--- config.mk ---
export PLATFORM = sky130hd
export DESIGN_NAME = buck_fault_supervisor
export DESIGN_NICKNAME = d
export VERILOG_FILES = /design/src/rtl/sup_pkg.sv /design/src/rtl/sup_uvlo_hyst.sv /design/src/rtl/sup_fault_deglitch.sv /design/src/rtl/sup_pg_sync.sv /design/src/rtl/buck_fault_supervisor.sv
export SDC_FILE = /design/constraint.sdc
export NUM_CORES = 1
export LEC_CHECK = 0
export ABC_AREA = 1
export CAP_MARGIN = 20
export CORE_ASPECT_RATIO = 1.75
export CORE_MARGIN = 4
export CORE_UTILIZATION = 40
export CTS_BUF_LIST = sky130_fd_sc_hd__clkbuf_4 sky130_fd_sc_hd__clkbuf_8
export DETAILED_ROUTE_END_ITERATION = 12
export GPL_TIMING_DRIVEN = 1
export MAX_ROUTING_LAYER = met4
export PLACE_DENSITY = 0.63
export RECOVER_POWER = 25
export SLEW_MARGIN = 20
export SYNTH_ARGS = -nofsm -noshare
export SYNTH_HDL_FRONTEND = slang
export SYNTH_SLANG_ARGS = --single-unit
--- constraint.sdc ---
create_clock -name clk_i -period 2.2 [get_ports clk_i]
set_input_delay 0.33 -clock clk_i [delete_from_list [all_inputs] [get_ports clk_i]]
set_output_delay 0.33 -clock clk_i [all_outputs]
set_load 0.05 [all_outputs]
--- src/rtl/sup_pkg.sv ---
package sup_pkg;

    localparam int NUM_FAULTS = 2;
    localparam int OV_IDX     = 0;
    localparam int OC_IDX     = 1;

    typedef struct packed {
        logic drive_en;
        logic ss_dis;
        logic sleep;
    } seq_state_t;

endpackage

--- src/rtl/sup_uvlo_hyst.sv ---
module sup_uvlo_hyst (
    input  logic clk_i,
    input  logic rst_ni,
    input  logic start_i,
    input  logic stop_i,
    output logic ok_o
);
    typedef struct packed {
        logic ok;
    } uvlo_t;

    uvlo_t cur_q, nxt_d;

    always_comb begin
        nxt_d = cur_q;
        if (stop_i) begin
            nxt_d.ok = 1'b0;
        end else if (start_i) begin
            nxt_d.ok = 1'b1;
        end
    end

    always_ff @(posedge clk_i or negedge rst_ni) begin
        if (!rst_ni) begin
            cur_q <= '0;
        end else begin
            cur_q <= nxt_d;
        end
    end

    assign ok_o = cur_q.ok;

    // the stop level always wins
    assert_stop_drops_R2: assert property (@(posedge clk_i) disable iff (!rst_ni)
        stop_i |=> !ok_o);

    // with no flag, the state is held
    assert_hold_R2: assert property (@(posedge clk_i) disable iff (!rst_ni)
        (!stop_i && !start_i) |=> $stable(ok_o));

endmodule

--- src/rtl/sup_fault_deglitch.sv ---
module sup_fault_deglitch #(
    parameter int LIMIT = 100000
) (
    input  logic clk_i,
    input  logic rst_ni,
    input  logic flag_i,
    input  logic clear_i,
    output logic latched_o,
    output logic latch_nx_o
);
    localparam int            CW     = $clog2(LIMIT + 1);
    localparam logic [CW-1:0] LIM_C  = CW'(LIMIT);
    localparam logic [CW-1:0] LAST_C = CW'(LIMIT - 1);

    typedef struct packed {
        logic [CW-1:0] cnt;
        logic          latched;
    } dgl_t;

    dgl_t cur_q, nxt_d;

    always_comb begin
        nxt_d = cur_q;
        if (clear_i) begin
            nxt_d.cnt     = '0;
            nxt_d.latched = 1'b0;
        end else begin
            if (!flag_i) begin
                nxt_d.cnt = '0;
            end else if (cur_q.cnt != LIM_C) begin
                nxt_d.cnt = cur_q.cnt + 1'b1;
            end
            if (flag_i && (cur_q.cnt == LAST_C)) begin
                nxt_d.latched = 1'b1;
            end
        end
    end

    always_ff @(posedge clk_i or negedge rst_ni) begin
        if (!rst_ni) begin
            cur_q <= '0;
        end else begin
            cur_q <= nxt_d;
        end
    end

    assign latched_o  = cur_q.latched;
    assign latch_nx_o = nxt_d.latched;

    // the counter never runs past its limit
    assert_cnt_bound_R8: assert property (@(posedge clk_i) disable iff (!rst_ni)
        cur_q.cnt <= LIM_C);

    // a low flag restarts the window
    assert_restart_R8: assert property (@(posedge clk_i) disable iff (!rst_ni)
        (!flag_i) |=> (cur_q.cnt == '0));

    // the latch only rises after a high flag
    assert_set_cause_R6: assert property (@(posedge clk_i) disable iff (!rst_ni)
        $rose(latched_o) |-> $past(flag_i));

    // the latch stays set without a clear
    assert_sticky_R9: assert property (@(posedge clk_i) disable iff (!rst_ni)
        (latched_o && !clear_i) |=> latched_o);

endmodule

--- src/rtl/sup_pg_sync.sv ---
module sup_pg_sync #(
    parameter int STAGES = 2
) (
    input  logic clk_i,
    input  logic rst_ni,
    input  logic low_i,
    output logic pulldown_o
);
    typedef struct packed {
        logic [STAGES-1:0] sh;
    } sync_t;

    sync_t cur_q, nxt_d;

    always_comb begin
        nxt_d    = cur_q;
        nxt_d.sh = {cur_q.sh[STAGES-2:0], low_i};
    end

    always_ff @(posedge clk_i or negedge rst_ni) begin
        if (!rst_ni) begin
            cur_q <= '1;
        end else begin
            cur_q <= nxt_d;
        end
    end

    assign pulldown_o = cur_q.sh[STAGES-1];

    // warm-up counter used only by the check below
    logic [1:0] warm_q;
    always_ff @(posedge clk_i or negedge rst_ni) begin
        if (!rst_ni) begin
            warm_q <= '0;
        end else if (warm_q != 2'd3) begin
            warm_q <= warm_q + 2'd1;
        end
    end

    generate
        if (STAGES == 2) begin : g_chk
            // two-edge delay from the comparator flag to the pin
            assert_pg_delay_R10: assert property (@(posedge clk_i) disable iff (!rst_ni)
                (warm_q == 2'd3) |-> (pulldown_o == $past(low_i, 2)));
        end
    endgenerate

endmodule

--- src/rtl/buck_fault_supervisor.sv ---
module buck_fault_supervisor
    import sup_pkg::*;
#(
    parameter int TICKS_PER_MS = 100000,
    parameter int DEGLITCH_MS  = 1,
    parameter int VID_W        = 5,
    parameter int PG_STAGES    = 2
) (
    input  logic             clk_i,
    input  logic             rst_ni,
    input  logic             supply_start_i,
    input  logic             supply_stop_i,
    input  logic             run_en_i,
    input  logic [VID_W-1:0] vid_i,
    input  logic             ovp_flag_i,
    input  logic             ocp_flag_i,
    input  logic             out_low_i,
    output logic             drive_en_o,
    output logic             ss_discharge_o,
    output logic             sleep_o,
    output logic             pg_pulldown_o
);
    localparam int DEGLITCH_TICKS = TICKS_PER_MS * DEGLITCH_MS;

    logic                  supply_ok;
    logic [NUM_FAULTS-1:0] flt_flag;
    logic [NUM_FAULTS-1:0] flt_lat;
    logic [NUM_FAULTS-1:0] flt_lat_nx;

    sup_uvlo_hyst u_uvlo (
        .clk_i   (clk_i),
        .rst_ni  (rst_ni),
        .start_i (supply_start_i),
        .stop_i  (supply_stop_i),
        .ok_o    (supply_ok)
    );

    assign flt_flag[OV_IDX] = ovp_flag_i;
    assign flt_flag[OC_IDX] = ocp_flag_i;

    generate
        for (genvar g = 0; g < NUM_FAULTS; g++) begin : g_fault
            sup_fault_deglitch #(
                .LIMIT (DEGLITCH_TICKS)
            ) u_dgl (
                .clk_i      (clk_i),
                .rst_ni     (rst_ni),
                .flag_i     (flt_flag[g]),
                .clear_i    (!supply_ok),
                .latched_o  (flt_lat[g]),
                .latch_nx_o (flt_lat_nx[g])
            );
        end
    endgenerate

    sup_pg_sync #(
        .STAGES (PG_STAGES)
    ) u_pg (
        .clk_i      (clk_i),
        .rst_ni     (rst_ni),
        .low_i      (out_low_i),
        .pulldown_o (pg_pulldown_o)
    );

    seq_state_t seq_q, seq_d;
    logic       vid_off;
    logic       ready;
    logic       fault_nx;

    always_comb begin
        vid_off         = &vid_i;
        ready           = supply_ok && run_en_i && !vid_off;
        fault_nx        = |flt_lat_nx;
        seq_d           = seq_q;
        seq_d.sleep     = !ready;
        seq_d.ss_dis    = !ready || fault_nx;
        seq_d.drive_en  = ready && !seq_q.ss_dis && !fault_nx;
    end

    always_ff @(posedge clk_i or negedge rst_ni) begin
        if (!rst_ni) begin
            seq_q.drive_en <= 1'b0;
            seq_q.ss_dis   <= 1'b1;
            seq_q.sleep    <= 1'b1;
        end else begin
            seq_q <= seq_d;
        end
    end

    assign drive_en_o     = seq_q.drive_en;
    assign ss_discharge_o = seq_q.ss_dis;
    assign sleep_o        = seq_q.sleep;

    // drivers are off whenever the sleep state is requested
    assert_sleep_off_R3: assert property (@(posedge clk_i) disable iff (!rst_ni)
        sleep_o |-> !drive_en_o);

    // the all-ones code forces the sleep state
    assert_vid_off_R4: assert property (@(posedge clk_i) disable iff (!rst_ni)
        (&vid_i) |=> (sleep_o && !drive_en_o));

    // the soft-start release comes before the drivers start
    assert_ss_first_R5: assert property (@(posedge clk_i) disable iff (!rst_ni)
        $rose(drive_en_o) |-> $past(!ss_discharge_o));

    // never drive while soft-start is shorted
    assert_no_overlap_R5: assert property (@(posedge clk_i) disable iff (!rst_ni)
        drive_en_o |-> !ss_discharge_o);

    // a latched fault keeps the drivers off
    assert_fault_off_R6: assert property (@(posedge clk_i) disable iff (!rst_ni)
        (|flt_lat) |-> !drive_en_o);

    // a stop flag turns the drivers off two edges later
    assert_lockout_R2: assert property (@(posedge clk_i) disable iff (!rst_ni)
        supply_stop_i |=> ##1 !drive_en_o);

endmodule

==> Word level (Yosys, flattened, before mapping) <==
Cells that the tools add are included.
{ "word_totals": {"reg_bits": 42, "input_bits": 13, "output_inout_bits": 4, "wordCells": 41} }
{ "classes": {"n_addsub": 2, "n_eq_ne": 6, "mux": 10, "n_reduce_logical": 14} }
{ "op_table": {"columns": ["op", "count"], "rows": [
  ["two-way mux 17 bit", 4],
  ["two-way mux 18 bit", 2],
  ["adder 17 x 1 -> 17 bit (second input constant)", 2],
  ["== test 17 bit (second input constant)", 2],
  ["!= test 17 bit (second input constant)", 2],
  ["logical AND 1 bit", 6],
  ["!= test 3 x 2 -> 1 bit (second input constant)", 2],
  ["AND reduction 5 bit", 1],
  ["zero test 1 bit", 4],
  ["two-way mux 1 bit", 4],
  ["nonzero test 2 bit", 1],
  ["OR reduction 2 bit", 1],
  ["logical OR 1 bit", 1]
]} }

==> Logic depth before layout (Yosys ltp) <==
Gate-level depths: netlist (run 1).
{ "depth": {"depth_word": 7, "mapped_depth": 9, "mapped_depth_nobuf": 9} }

==> By module <==
From an unflattened synthesis (run 1), not the netlist that was laid out.
{ "unflattened": {"hier_cells": 333, "area_unflattened_um2": 2449.8} }
{ "modules_own_cells": {"columns": ["module", "instances", "cells_each", "area_per_inst_um2", "seq_area_each_um2"], "rows": [
  ["sup_fault_deglitch", 2, 156, 1108.6, 450.4],
  ["buck_fault_supervisor", 1, 16, 147.6, 77.6],
  ["sup_pg_sync", 1, 2, 52.6, 52.6],
  ["sup_uvlo_hyst", 1, 3, 32.5, 25.0]
]} }

==> Worst setup path after synthesis (run 1) <==
OpenSTA, ideal clock, no wires.
{ "synth_timing": {"path_kind": "reg-to-reg", "startpoint": "reg g_fault[1].u_dgl.cur_q[1] (netlist bit)", "endpoint": "reg g_fault[1].u_dgl.cur_q[17] (netlist bit)", "setup_time_ns": 0.124, "t_arrival_ns": 1.202, "required_ns": 2.076, "slack_ns": 0.874, "path_stages_with_launch": 9, "n_path_buf": 0, "synth_period_minus_slack_ns": 1.326, "path_cell_list": "dfrtp_1 -> ha_1 -> nand2_1 -> nor2_1 -> inv_1 -> nor3_1 -> nand4_1 -> nand2_1 -> nor2_1"} }
{ "synth_via": {"elab_chain_cells": 4, "word_cells_on_any_way": 6, "cone_classes": "add/sub: 1; eq/ne: 2; mux: 3"} }
{ "synth_rtl": {"columns": ["element", "line", "source"], "rows": [
  ["from (decl)", "sup_fault_deglitch.sv:20", "dgl_t cur_q, nxt_d;"],
  ["from (signal assigned)", "sup_fault_deglitch.sv:43", "cur_q <= nxt_d;"],
  ["adder 17 x 1 -> 17 bit", "sup_fault_deglitch.sv:31", "nxt_d.cnt = cur_q.cnt + 1'b1;"],
  ["two-way mux 17 bit", "sup_fault_deglitch.sv:30", "end else if (cur_q.cnt != LIM_C) begin"],
  ["two-way mux 17 bit", "sup_fault_deglitch.sv:28", "if (!flag_i) begin"],
  ["two-way mux 18 bit", "sup_fault_deglitch.sv:24", "if (clear_i) begin"]
]} }
Several ways; a longest one is shown, not always the timed one. The select of a mux whose other input is x is not followed.
A chain may end at the register's enable or synchronous reset.

==> Worst setup path in the final report (run 1) <==
{ "layout_timing": {"startpoint": "reg seq_q, in the netlist ss_discharge_o", "endpoint": "out ss_discharge_o"} }
{ "layout_rtl": {"columns": ["element", "line", "source"], "rows": [
  ["from (decl)", "buck_fault_supervisor.sv:65", "seq_state_t seq_q, seq_d;"],
  ["from (signal assigned)", "buck_fault_supervisor.sv:86", "seq_q <= seq_d;"],
  ["to (decl)", "buck_fault_supervisor.sv:19", "output logic ss_discharge_o,"]
]} }
No word-level cell between the ends.

==> metrics.md, run 1 <==
| Metric | Value |
|---|---|
| Count of different cell masters after synthesis | 30 |
| Post-Route Utilization | 47.71% |
| Worst skew pair latency | 0.30 ns |
| Vias in the first global route | 2007 |
| Gate Count Post-Synth | 311 |
| Share of layout cells above drive strength 1 | 9.309% |
| Ys Warns | 0 |
| Crit path capture type | primary output |
| Horiz. Die Dim | 65.66 µm |
| Clock sinks | 42 |
| Maximum buffer depth of the clock tree | 2 |
| Startpoint Class | flip-flop |
| Worst Tran Pin Value | 1.050 ns |
| Row cnt | 36 |
| Global Route Usage Sum | 17.25% |
| Initial antenna violation count | 0 |
| HPWL after detailed placement | 4.173 mm |
| Period utilization | 89.42% |
| Pwr per Cell Area | 567.8 nW/µm² |
| Worst Hold Slack | 0.2854 ns |
| Clock skew | 0.01111 ns |
| Detail Route Antenna Nets | 0 |
| Overall power | 1.525 mW |
| Final hold violation count | 0 |
| Tmin final | 1.967 ns |
| Worst Path Arrival | 1.64 ns |
| DR pass1 iterations | 4 |
| Die Y-Extent | 108.9 µm |
| Clk slew on worst S/H paths | 0.09 ns |
| Register area share after synthesis | 45.38% |
| Post-cts sizing count | 0 |
| Pleak | 1.170 nW |
| CTS H-Tree Depth | 2 |
| Post-synthesis mux area share | 0% |
| Routability Congestion | 0.8624 |
| Status | complete, no violations |
| Final Max Tran Viols | 0 |
| Slowest Stage Delay on Critical Path | 0.81 ns |
| Adder-cell share of the synthesized area | 2.151% |
| Commonest non-fill, non-tap cell in the layout | nand2_1 |
| Pin count of the biggest net entering global routing | 43 |
| Multi-input gate area | 1082 µm² |
| Unrepaired setup endpoints after global routing | no |
| Diode count | 0 |
| Post-synthesis compound-gate area fraction | 6.720% |
| Slew Limit Headroom | 30.03% |
| Nets | 349 |
| Simple-gate share of the synthesized area | 35.00% |
| VDD IR-drop max | 276.3 µV |
| # hold bufs at CTS | 0 |
| Largest family of logic cells by synthesized area | simple AND/OR/NAND/NOR gates |
| XOR/XNOR Fraction of Synth Area | 2.634% |
| Flip-flop and latch area | 1056 µm² |
| FF-to-FF Start | g_fault[1].u_dgl.cur_q[1] |
| Die area | 7151 µm² |
| Worst Path Buf+Inv | 1 |
| TritonCTS clock tree | done |
| Setup crit start | ss_discharge_o |
| Initial core utilization | 41.33% |
| Syn_area_per_cell | 7.483 µm² |
| Remaining Overflow, GRT | 0 |
| Worst hold path type | input pin to async pin |
| Max Cap Viol | 0 |
| Post-Syn Area | 2327 µm² |
| Final number of setup-violating endpoints | 0 |
| DRC violation count after routing | 0 |
| Most frequent cells in the layout | 66 x nand2_1, 57 x nor2_1, 43 x inv_1 |
| Synth top area cells | dfrtp_1 41%, nand2_1 11%, nor2_1 9.2% |
| Setup_tns | 0 ns |
| Critical path type | flip-flop to primary output |
| FF+latch count, synth | 42 |
| Core area | 5630 µm² |
| Yosys top cell by area | dfrtp_1 |
| Crit path cell chain | clkdlybuf4s50_1 |
| Syn_nets | 328 |
| Root Driver | clkbuf_8 |
| Initial drt markers | 105 |
| First-pass GRT wire length | 9.094 mm |
| I/O pin cnt | 17 |
| Critical Path RT | 1.87 ns |
| Area delta synth->final | 15.43% |
| Number of CTS-inserted buffers | 5 |
| Total wire length | 5.352 mm |
| Max FO, Critical Path | 2 |
| Postcts setup bufs | 0 |
| Slowest-stage cell, CP | clkdlybuf4s50_1 |
| Vias per inst | 4.878 |
| DR WL/cell | 13.09 µm |
| Fmax | 508.3 MHz |
| Top delay family on crit path | buffers and inverters |
| Post-synth top area share | 40.86% |
| Fill cells | 592 |
| Vias | 1995 |
| Port Buf Inserts | 16 |
==> metal layers <==
layer  routed length (µm)  track usage [%]
met5                    0                -
met4                  149            8.309
met3                   91            2.887
met2                 3136            32.66
met1                 1975            16.26
==> Yosys cell counts <==
| master | count |
|---|---|
| nand2_1 | 66 |
| nor2_1 | 57 |
| inv_1 | 43 |
| dfrtp_1 | 38 |
| nand3_1 | 28 |
| a21oi_1 | 11 |
| nand4_1 | 10 |
| o21ai_0 | 10 |
| nor3_1 | 7 |
| xor2_1 | 7 |
| dfstp_2 | 4 |
| ha_1 | 4 |
| inv_2 | 3 |
| nand2_2 | 2 |
| nor2_2 | 2 |
| nor2_4 | 2 |
| o21ai_1 | 2 |
| o21bai_1 | 2 |
| or2_2 | 2 |
| a31oi_1 | 1 |
| buf_2 | 1 |
| buf_4 | 1 |
| clkbuf_1 | 1 |
| nand2_4 | 1 |
| nand3_2 | 1 |
| nand3b_1 | 1 |
| nor3_2 | 1 |
| nor3_4 | 1 |
| o21ai_2 | 1 |
| o21bai_2 | 1 |
==> state kept, by name (all words and copies together), names as in the netlist <==
register                 flops
sleep_o                      1
g_fault.u_dgl.cur_q         34
u_uvlo.ok_o                  1
ss_discharge_o               1
drive_en_o                   1
g_fault.u_dgl.latched_o      2
u_pg.cur_q                   2
==> power by group <==
part,internal [mW],total [mW],switching (mW)
sequential,0.782,0.790,0.00740
combinational,0.0319,0.0837,0.0518
clock,0.383,0.652,0.270
total,1.20,1.53,0.329
==> cells by family (layout without fill, tap and decap cells) <==
kind of cell	count (synthesis)	after routing
xor gates and xnor gates	7	7
and+or+nand+nor	181	181
DFF	42	42
AOI/OAI and AO/OA	28	28
adders and majority gates	4	4
buffers and inverters	49	71
==> cell type report <==
class / instances / area share [%]
Timing Repair Buffer: 17 / 5.962
Sequential cell: 42 / 39.31
Tap cell: 76 / 3.540
Clock inverter: 1 / 1.118
Multi-Input combinational cell: 220 / 40.29
Inverter: 46 / 6.428
Clock buffer: 7 / 3.354
==> final timing paths <==
kind / cells after the start / slack [ns] / to
setup / recovery: 1 / 0.23 / ss_discharge_o
hold / removal: 2 / 0.29 / g_fault[0].u_dgl.cur_q[9]
setup reg to reg: 8 / 0.59 / g_fault[1].u_dgl.cur_q[17]
hold reg to reg: 0 / 0.36 / u_pg.cur_q[1]
max in group asynchronous: 2 / 1.26 / g_fault[1].u_dgl.cur_q[12]
min in group clk_i: 0 / 0.36 / u_pg.cur_q[1]
==> stage by stage <==
stage / setup WS, ns / cells / cell area (µm²)
CTS: 0.2067 / 409 / 2689
floorplan: 0.8742 / 311 / 2327
detailed placement: 0.4214 / 401 / 2569
finish: 0.2327 / 409 / 2686
global placement: 0.4672 / 401 / 2569
global route: 0.1846 / 409 / 2686
Note: power is estimated with default switching activity, not from simulation.
==> inputs of run 2 (changes only) <==
--- a/config.mk
+++ b/config.mk
@@ -5,10 +5,9 @@
 export SDC_FILE = /design/constraint.sdc
 export NUM_CORES = 1
 export LEC_CHECK = 0
-export ABC_AREA = 1
 export CAP_MARGIN = 20
 export CORE_ASPECT_RATIO = 1.75
-export CORE_MARGIN = 4
+export CORE_MARGIN = 8
 export CORE_UTILIZATION = 40
 export CTS_BUF_LIST = sky130_fd_sc_hd__clkbuf_4 sky130_fd_sc_hd__clkbuf_8
 export DETAILED_ROUTE_END_ITERATION = 12
==> run 2 against run 1 <==
  * First-iteration DRC count is 10% lower
  * Largest cell class is now registers
  * Design area is 7.9% lower
  * Largest power group unchanged
  * Sequential cell count stayed put
==> metrics.md, run 2 <==
| Metric | Value |
|---|---|
| Nets | 256 (was 349) |
| Worst Path Buf+Inv | 1 (unchanged) |
| Slew Limit Headroom | 8.523% (was 30.03%) |
| Final Max Tran Viols | 0 (unchanged) |
| Pleak | 0.9864 nW (was 1.170 nW) |
| Fin cells | 295 (was 409) |
| Horiz. Die Dim | 71.30 µm (was 65.66 µm) |
| Global Route Usage Sum | 13.04% (was 17.25%) |
| Most used DFF post-synth | dfrtp_1 (unchanged) |
| Vias per inst | 5.583 (was 4.878) |
| Worst skew pair latency | 0.29 ns (was 0.30 ns) |
| Combinational power share | 6.4% (was 5.5%) |
| EDFF count, synth | 0 (unchanged) |
| Ys Warns | 0 (unchanged) |
| Setup_tns | 0 ns (unchanged) |
| Post-synthesis compound-gate area fraction | 8.884% (was 6.720%) |
| Fmax | 507.6 MHz (was 508.3 MHz) |
| DRC violation count after routing | 0 (unchanged) |
| Critical Path RT | 1.87 ns (about the same) |
| Register area share after synthesis | 49.33% (was 45.38%) |
| Yosys top cell by area | dfrtp_1 (unchanged) |
| Die area | 8041 µm² (was 7151 µm²) |
| Adder-cell share of the synthesized area | 2.338% (was 2.151%) |
| Tmin final | 1.970 ns (was 1.967 ns) |
| Share of layout cells above drive strength 1 | 10.42% (was 9.309%) |
| I/O pin cnt | 17 (unchanged) |
| Post-Syn Area | 2141 µm² (was 2327 µm²) |
| Startpoint Class | flip-flop (unchanged) |
| Area delta synth->final | 15.55% (was 15.43%) |
| Most frequent cells in the layout | 38 x dfrtp_1, 29 x nor2_1, 17 x nand2_1 (was 66 x nand2_1, 57 x nor2_1, 43 x inv_1) |
| Slowest-stage cell, CP | clkdlybuf4s50_1 (unchanged) |
| Clock skew | 0.005530 ns (was 0.01111 ns) |
| Final hold violation count | 0 (unchanged) |
| Placed cells | 287 (was 401) |
| Commonest non-fill, non-tap cell in the layout | dfrtp_1 (was nand2_1) |
| Status | complete, no violations (unchanged) |
| Post-synth top area share | 44.42% (was 40.86%) |
| # hold bufs at CTS | 0 (unchanged) |
| Syn_area_per_cell | 9.911 µm² (was 7.483 µm²) |
| Count of different cell masters after synthesis | 41 (was 30) |
| Row cnt | 35 (was 36) |
| Initial antenna violation count | 0 (unchanged) |
| P_int | 1.084 mW (was 1.197 mW) |
| Critical path type | flip-flop to primary output (unchanged) |
| Period utilization | 89.55% (was 89.42%) |
| Number of CTS-inserted buffers | 5 (unchanged) |
| Syn_nets | 233 (was 328) |
| Vias in the first global route | 1722 (was 2007) |
| Most flop-heavy register | g_fault.u_dgl.cur_q (unchanged) |
| Gate Count Post-Synth | 216 (was 311) |
| Initial core utilization | 41.08% (was 41.33%) |
| Pwr per Cell Area | 568.0 nW/µm² (was 567.8 nW/µm²) |
| Unrepaired setup endpoints after global routing | no (unchanged) |
| Diode count | 0 (unchanged) |
| Synth top cells by count | 38 x dfrtp_1, 29 x nor2_1, 17 x nand2_1 (was 66 x nand2_1, 57 x nor2_1, 43 x inv_1) |
| Switching portion of total power | 22.84% (was 21.55%) |
| XOR/XNOR Fraction of Synth Area | 8.591% (was 2.634%) |
| Max FO, Critical Path | 2 (unchanged) |
| Maximum buffer depth of the clock tree | 2 (unchanged) |
| Psw | 0.3209 mW (was 0.3287 mW) |
| Root Driver | clkbuf_8 (unchanged) |
| Worst hold path type | input pin to async pin (unchanged) |
| VDD IR-drop max | 451.3 µV (was 276.3 µV) |
| Vias | 1647 (was 1995) |
| Most frequent cell after synthesis | dfrtp_1 (was nand2_1) |
| Clock power frac | 37.5% (was 42.8%) |
| FF+latch count, synth | 42 (unchanged) |
| First-pass GRT wire length | 8.148 mm (was 9.094 mm) |
| Remaining Overflow, GRT | 0 (unchanged) |
| Reg power frac | 56.1% (was 51.8%) |
| Post-cts sizing count | 0 (unchanged) |
| Post-Route Utilization | 47.47% (was 47.71%) |
| Slowest Stage Delay on Critical Path | 0.81 ns (about the same) |
| Worst Tran Pin Value | 1.372 ns (was 1.050 ns) |
| Die Y-Extent | 112.8 µm (was 108.9 µm) |
| Crit path cell chain | clkdlybuf4s50_1 (unchanged) |
| Simple-gate share of the synthesized area | 28.58% (was 35.00%) |
| Synth top area cells | dfrtp_1 44%, xor2_1 6.5%, nor2_1 5.1% (was dfrtp_1 41%, nand2_1 11%, nor2_1 9.2%) |
| Detail Route Antenna Nets | 0 (unchanged) |
| Total wire length | 4.742 mm (was 5.352 mm) |
| Final number of setup-violating endpoints | 0 (unchanged) |
| Largest register FFs | 34 (unchanged) |
| Slack of the critical path | 0.2298 ns (was 0.2327 ns) |
| Cell Area, Placed | 2380 µm² (was 2569 µm²) |
| CTS H-Tree Depth | 2 (unchanged) |
| Pin count of the biggest net entering global routing | 26 (was 43) |
| Port Buf Inserts | 16 (unchanged) |
| Largest family of logic cells by synthesized area | simple AND/OR/NAND/NOR gates (unchanged) |
| DR WL/cell | 16.07 µm (was 13.09 µm) |
| TritonCTS clock tree | done (unchanged) |
| Clock sinks | 42 (unchanged) |
| HPWL after detailed placement | 3.558 mm (was 4.173 mm) |
| Top delay family on crit path | buffers and inverters (unchanged) |
| Post-place setup slack | 0.4108 ns (was 0.4214 ns) |
| Design Area, Final | 2474 µm² (was 2686 µm²) |
| Postcts setup bufs | 0 (unchanged) |
| Worst Path Arrival | 1.64 ns (about the same) |
| Crit path capture type | primary output (unchanged) |
| Max Cap Viol | 0 (unchanged) |
| Clk slew on worst S/H paths | 0.08 ns (was 0.09 ns) |
| Initial drt markers | 94 (was 105) |
| Routability Congestion | 0.8545 (was 0.8624) |
| Post-synthesis mux area share | 0% (unchanged) |
| Core area | 5211 µm² (was 5630 µm²) |
| DR pass1 iterations | 4 (unchanged) |
| Post-synth ARST share | 100.0% (unchanged) |
run 2: cell count changes after synthesis, moves of 4 or more:
| cell | before | now |
|---|---|---|
| nand2_1 | 66 | 17 |
| inv_1 | 43 | 7 |
| nor2_1 | 57 | 29 |
| nand3_1 | 28 | 11 |
| xor2_1 | 7 | 16 |
| o21ai_0 | 10 | 2 |
| or4_1 | 0 | 8 |
| xnor2_1 | 0 | 5 |
| a21oi_1 | 11 | 7 |
| nand4_1 | 10 | 14 |
| nor4_1 | 0 | 4 |
| o31ai_1 | 0 | 4 |
run 2: power groups by stage:
| stage | logic, mW | clock network [mW] | registers, mW |
|---|---|---|---|
| detailed placement | 0.0922 | 0 | 0.803 |
| CTS | 0.0923 | 0.550 | 0.788 |
| global placement | 0.0912 | 0 | 0.803 |
| global route | 0.0995 | 0.580 | 0.790 |
| finish | 0.0893 | 0.527 | 0.788 |
| floorplan | 0.0229 | 0 | 0.814 |
run 2: cell families (layout without fill, tap and decap cells):
family                   after synthesis  after routing
buffers and inverters                 12             36
flip-flops                            42             42
adder cells (fa/ha/maj)                4              4
XOR/XNOR                              21             21
AND/OR/NAND/NOR                      111            111
AO/OA/AOI/OAI                         26             26
run 2: per-stage QoR:
step / power [mW] / hold slack (ns)
after floorplan: 0.8366 / 0.03441
after global placement: 0.8946 / 0.3462
after detailed placement: 0.8956 / 0.3478
after CTS: 1.431 / 0.04534
after global routing: 1.469 / 0.3606
final: 1.405 / 0.3322
run 2: per-layer routing:
metal	vias to the layer above	GRT usage, %	routed length, µm
li1	828	-	-
met1	787	13.08	1839
met2	20	23.30	2662
met3	12	2.480	94
met4	0	6.294	145
met5	-	-	0
run 2: cell type report:
| cell class | count | area [µm²] |
|---|---|---|
| fill | 494 | 2738 |
| sequential | 42 | 1056 |
| multi-input combinational | 162 | 1036 |
| timing repair buffer | 21 | 191.4 |
| clock buffer | 7 | 90.09 |
| tap | 55 | 68.82 |
| inverter | 7 | 26.28 |
| clock inverter | 1 | 5.005 |
run 2: final timing paths:
check | endpoint | startpoint | depth (start not counted) | slack (ns)
setup / recovery | ss_discharge_o | ss_discharge_o | 1 | 0.23
hold / removal | g_fault[0].u_dgl.cur_q[1] | rst_ni | 1 | 0.33
setup reg to reg | g_fault[0].u_dgl.cur_q[17] | g_fault[0].u_dgl.cur_q[1] | 4 | 0.51
hold reg to reg | u_pg.cur_q[1] | u_pg.cur_q[0] | 0 | 0.35
max in group asynchronous | sleep_o | rst_ni | 2 | 0.94
min in group clk_i | u_pg.cur_q[1] | u_pg.cur_q[0] | 0 | 0.35
==> inputs of run 3 (changes only) <==
--- a/config.mk
+++ b/config.mk
@@ -7,7 +7,6 @@
 export LEC_CHECK = 0
 export CAP_MARGIN = 20
 export CORE_ASPECT_RATIO = 1.75
-export CORE_MARGIN = 8
 export CORE_UTILIZATION = 40
 export CTS_BUF_LIST = sky130_fd_sc_hd__clkbuf_4 sky130_fd_sc_hd__clkbuf_8
 export DETAILED_ROUTE_END_ITERATION = 12
==> constraint.sdc (replaced) <==
create_clock -name clk_i -period 2.5 [get_ports clk_i]
set_input_delay 0.375 -clock clk_i [delete_from_list [all_inputs] [get_ports clk_i]]
set_output_delay 0.375 -clock clk_i [all_outputs]
set_load 0.05 [all_outputs]
==> run 3 against run 2 <==
  * Register-to-register slack better by 0.34 ns
  * First-iteration DRC count decreased by 20%
  * Via count grew 2.9%
  * Non-clock buffer count decreased by 4
  * Worst setup slack better by 0.28 ns
  * Design area down 0.51%
  * Worst hold slack worse by 0.13 ns
  * Critical path type unchanged
  * Critical endpoint unchanged
  * Largest power group unchanged
==> metrics.md, run 3 (synthesis gave the netlist of run 2 again) <==
| Metric | Value |
|---|---|
| Status | complete, no violations (unchanged) |
| Multi-input gate area | 1036 µm² (unchanged) |
| Top delay family on crit path | buffers and inverters (unchanged) |
| Overall power | 1.319 mW (was 1.405 mW) |
| Row cnt | 34 (was 35) |
| Most flop-heavy register | g_fault.u_dgl.cur_q (unchanged) |
| Most frequent cells in the layout | 38 x dfrtp_1, 29 x nor2_1, 17 x nand2_1 (unchanged) |
| Slowest-stage cell, CP | clkdlybuf4s50_1 (unchanged) |
| Slowest Stage Delay on Critical Path | 0.80 ns (was 0.81 ns) |
| I/O pin cnt | 17 (unchanged) |
| Final number of setup-violating endpoints | 0 (unchanged) |
| Routability Congestion | 0.8235 (was 0.8545) |
| First-pass GRT wire length | 7.900 mm (was 8.148 mm) |
| P_int | 1.035 mW (was 1.084 mW) |
| Initial antenna violation count | 0 (unchanged) |
| Worst skew pair latency | 0.30 ns (was 0.29 ns) |
| Clock sinks | 42 (unchanged) |
| Final hold violation count | 0 (unchanged) |
| Startpoint Class | flip-flop (unchanged) |
| Clock power frac | 42.0% (was 37.5%) |
| Switching portion of total power | 21.47% (was 22.84%) |
| Wire length on met2 | 2.362 mm (was 2.662 mm) |
| Crit path cell chain | clkdlybuf4s50_1 (unchanged) |
| Unrepaired setup endpoints after global routing | no (unchanged) |
| Largest register FFs | 34 (unchanged) |
| Max Cap Viol | 0 (unchanged) |
| CTS H-Tree Depth | 2 (unchanged) |
| Port Buf Inserts | 16 (unchanged) |
| Slew Limit Headroom | 38.68% (was 8.523%) |
| Nets | 252 (was 256) |
| Worst hold path type | input pin to async pin (unchanged) |
| Maximum buffer depth of the clock tree | 2 (unchanged) |
| Initial drt markers | 75 (was 94) |
| Fill cells | 476 (was 494) |
| Share of layout cells above drive strength 1 | 8.936% (was 10.42%) |
| DR pass1 iterations | 4 (unchanged) |
| Worst Path Arrival | 1.61 ns (was 1.64 ns) |
| Vias per inst | 5.865 (was 5.583) |
| Core area | 5062 µm² (was 5211 µm²) |
| Worst Path Buf+Inv | 1 (unchanged) |
| # hold bufs at CTS | 0 (unchanged) |
| Global Route Usage Sum | 18.38% (was 13.04%) |
| Max FO, Critical Path | 2 (unchanged) |
| Remaining Overflow, GRT | 0 (unchanged) |
| Clk slew on worst S/H paths | 0.08 ns (about the same) |
| Post-place setup slack | 0.6670 ns (was 0.4108 ns) |
| Vias in the first global route | 1807 (was 1722) |
| Placed cells | 282 (was 287) |
| Met3 wire len | 123 µm (was 94 µm) |
| DRC violation count after routing | 0 (unchanged) |
| Vias | 1695 (was 1647) |
| Critical path type | flip-flop to primary output (unchanged) |
| Period utilization | 79.56% |
| Fin cells | 289 (was 295) |
| Worst Tran Pin Value | 0.9198 ns (was 1.372 ns) |
| Fmax | 502.8 MHz |
| Combinational power share | 5.2% (was 6.4%) |
| Die Y-Extent | 98.78 µm (was 112.8 µm) |
| Root Driver | clkbuf_8 (unchanged) |
| Total wire length | 4.426 mm (was 4.742 mm) |
| Psw | 0.2831 mW (was 0.3209 mW) |
| HPWL after detailed placement | 3.081 mm (was 3.558 mm) |
| Top Metal Used | met4 (unchanged) |
| Metal1 wirelength | 1.793 mm (was 1.839 mm) |
| Crit path capture type | primary output (unchanged) |
| Postcts setup bufs | 0 (unchanged) |
| Area delta synth->final | 14.96% (was 15.55%) |
| Commonest non-fill, non-tap cell in the layout | dfrtp_1 (unchanged) |
| Detail Route Antenna Nets | 0 (unchanged) |
| Slack of the critical path | 0.5110 ns (was 0.2298 ns) |
| Die area | 5660 µm² (was 8041 µm²) |
| Initial core utilization | 42.29% (was 41.08%) |
| Number of CTS-inserted buffers | 5 (unchanged) |
| Reg power frac | 52.8% (was 56.1%) |
| Clock skew | 0.01137 ns (was 0.005530 ns) |
| Setup_tns | 0 ns (unchanged) |
| Final Max Tran Viols | 0 (unchanged) |
| Diode count | 0 (unchanged) |
| Post-cts sizing count | 0 (unchanged) |
| TritonCTS clock tree | done (unchanged) |
| Critical Path RT | 2.12 ns (was 1.87 ns) |
| Flip-flop and latch area | 1056 µm² (unchanged) |
| VDD IR-drop max | 288.6 µV (was 451.3 µV) |
| Horiz. Die Dim | 57.30 µm (was 71.30 µm) |
| Tmin final | 1.989 ns |
| Pwr per Cell Area | 535.7 nW/µm² (was 568.0 nW/µm²) |
| DR WL/cell | 15.31 µm (was 16.07 µm) |
| Pleak | 0.9761 nW (was 0.9864 nW) |
| Pin count of the biggest net entering global routing | 43 (was 26) |
## run 3: cell type report
cell class,count,share of cell area (%)
sequential,42,42.91
multi-input combinational,162,42.09
timing repair buffer,17,6.609
clock buffer,6,3.355
tap,54,2.745
clock inverter,1,1.220
inverter,7,1.068
## run 3: routing by layer
metal / up-vias / global-route usage, %
met2: 37 / 31.31
met1: 823 / 19.68
met5: - / -
li1: 824 / -
met3: 11 / 2.887
met4: 0 / 10.88
## run 3: worst paths after layout
check                                                from  slack, ns                    endpoint  cells past startpoint
worst max-delay path                       ss_discharge_o       0.51              ss_discharge_o                      1
worst min-delay path                               rst_ni       0.20  g_fault[0].u_dgl.cur_q[15]                      1
worst max register to register  g_fault[0].u_dgl.cur_q[1]       0.85  g_fault[0].u_dgl.cur_q[17]                      4
worst min register to register              u_pg.cur_q[0]       0.35               u_pg.cur_q[1]                      0
max in group asynchronous                          rst_ni       1.71  g_fault[1].u_dgl.latched_o                      1
min in group clk_i                          u_pg.cur_q[0]       0.35               u_pg.cur_q[1]                      0
## run 3: power groups by stage
stage | logic, mW | registers, mW | clock network (mW)
finish | 0.0689 | 0.696 | 0.553
floorplan | 0.0201 | 0.716 | 0
CTS | 0.0711 | 0.696 | 0.570
global placement | 0.0708 | 0.709 | 0
global route | 0.0774 | 0.698 | 0.584
detailed placement | 0.0707 | 0.710 | 0
## run 3: per-stage QoR
step	cell area [µm²]	util [%]	hold WS [ns]
6_report	2461	48.62	0.2008
4_1_cts	2461	48.62	0.2449
5_1_grt	2461	48.62	0.3009
3_3_place_gp	2349	46.39	0.3468
3_5_place_dp	2349	46.39	0.3468
2_1_floorplan	2141	-	0.07941
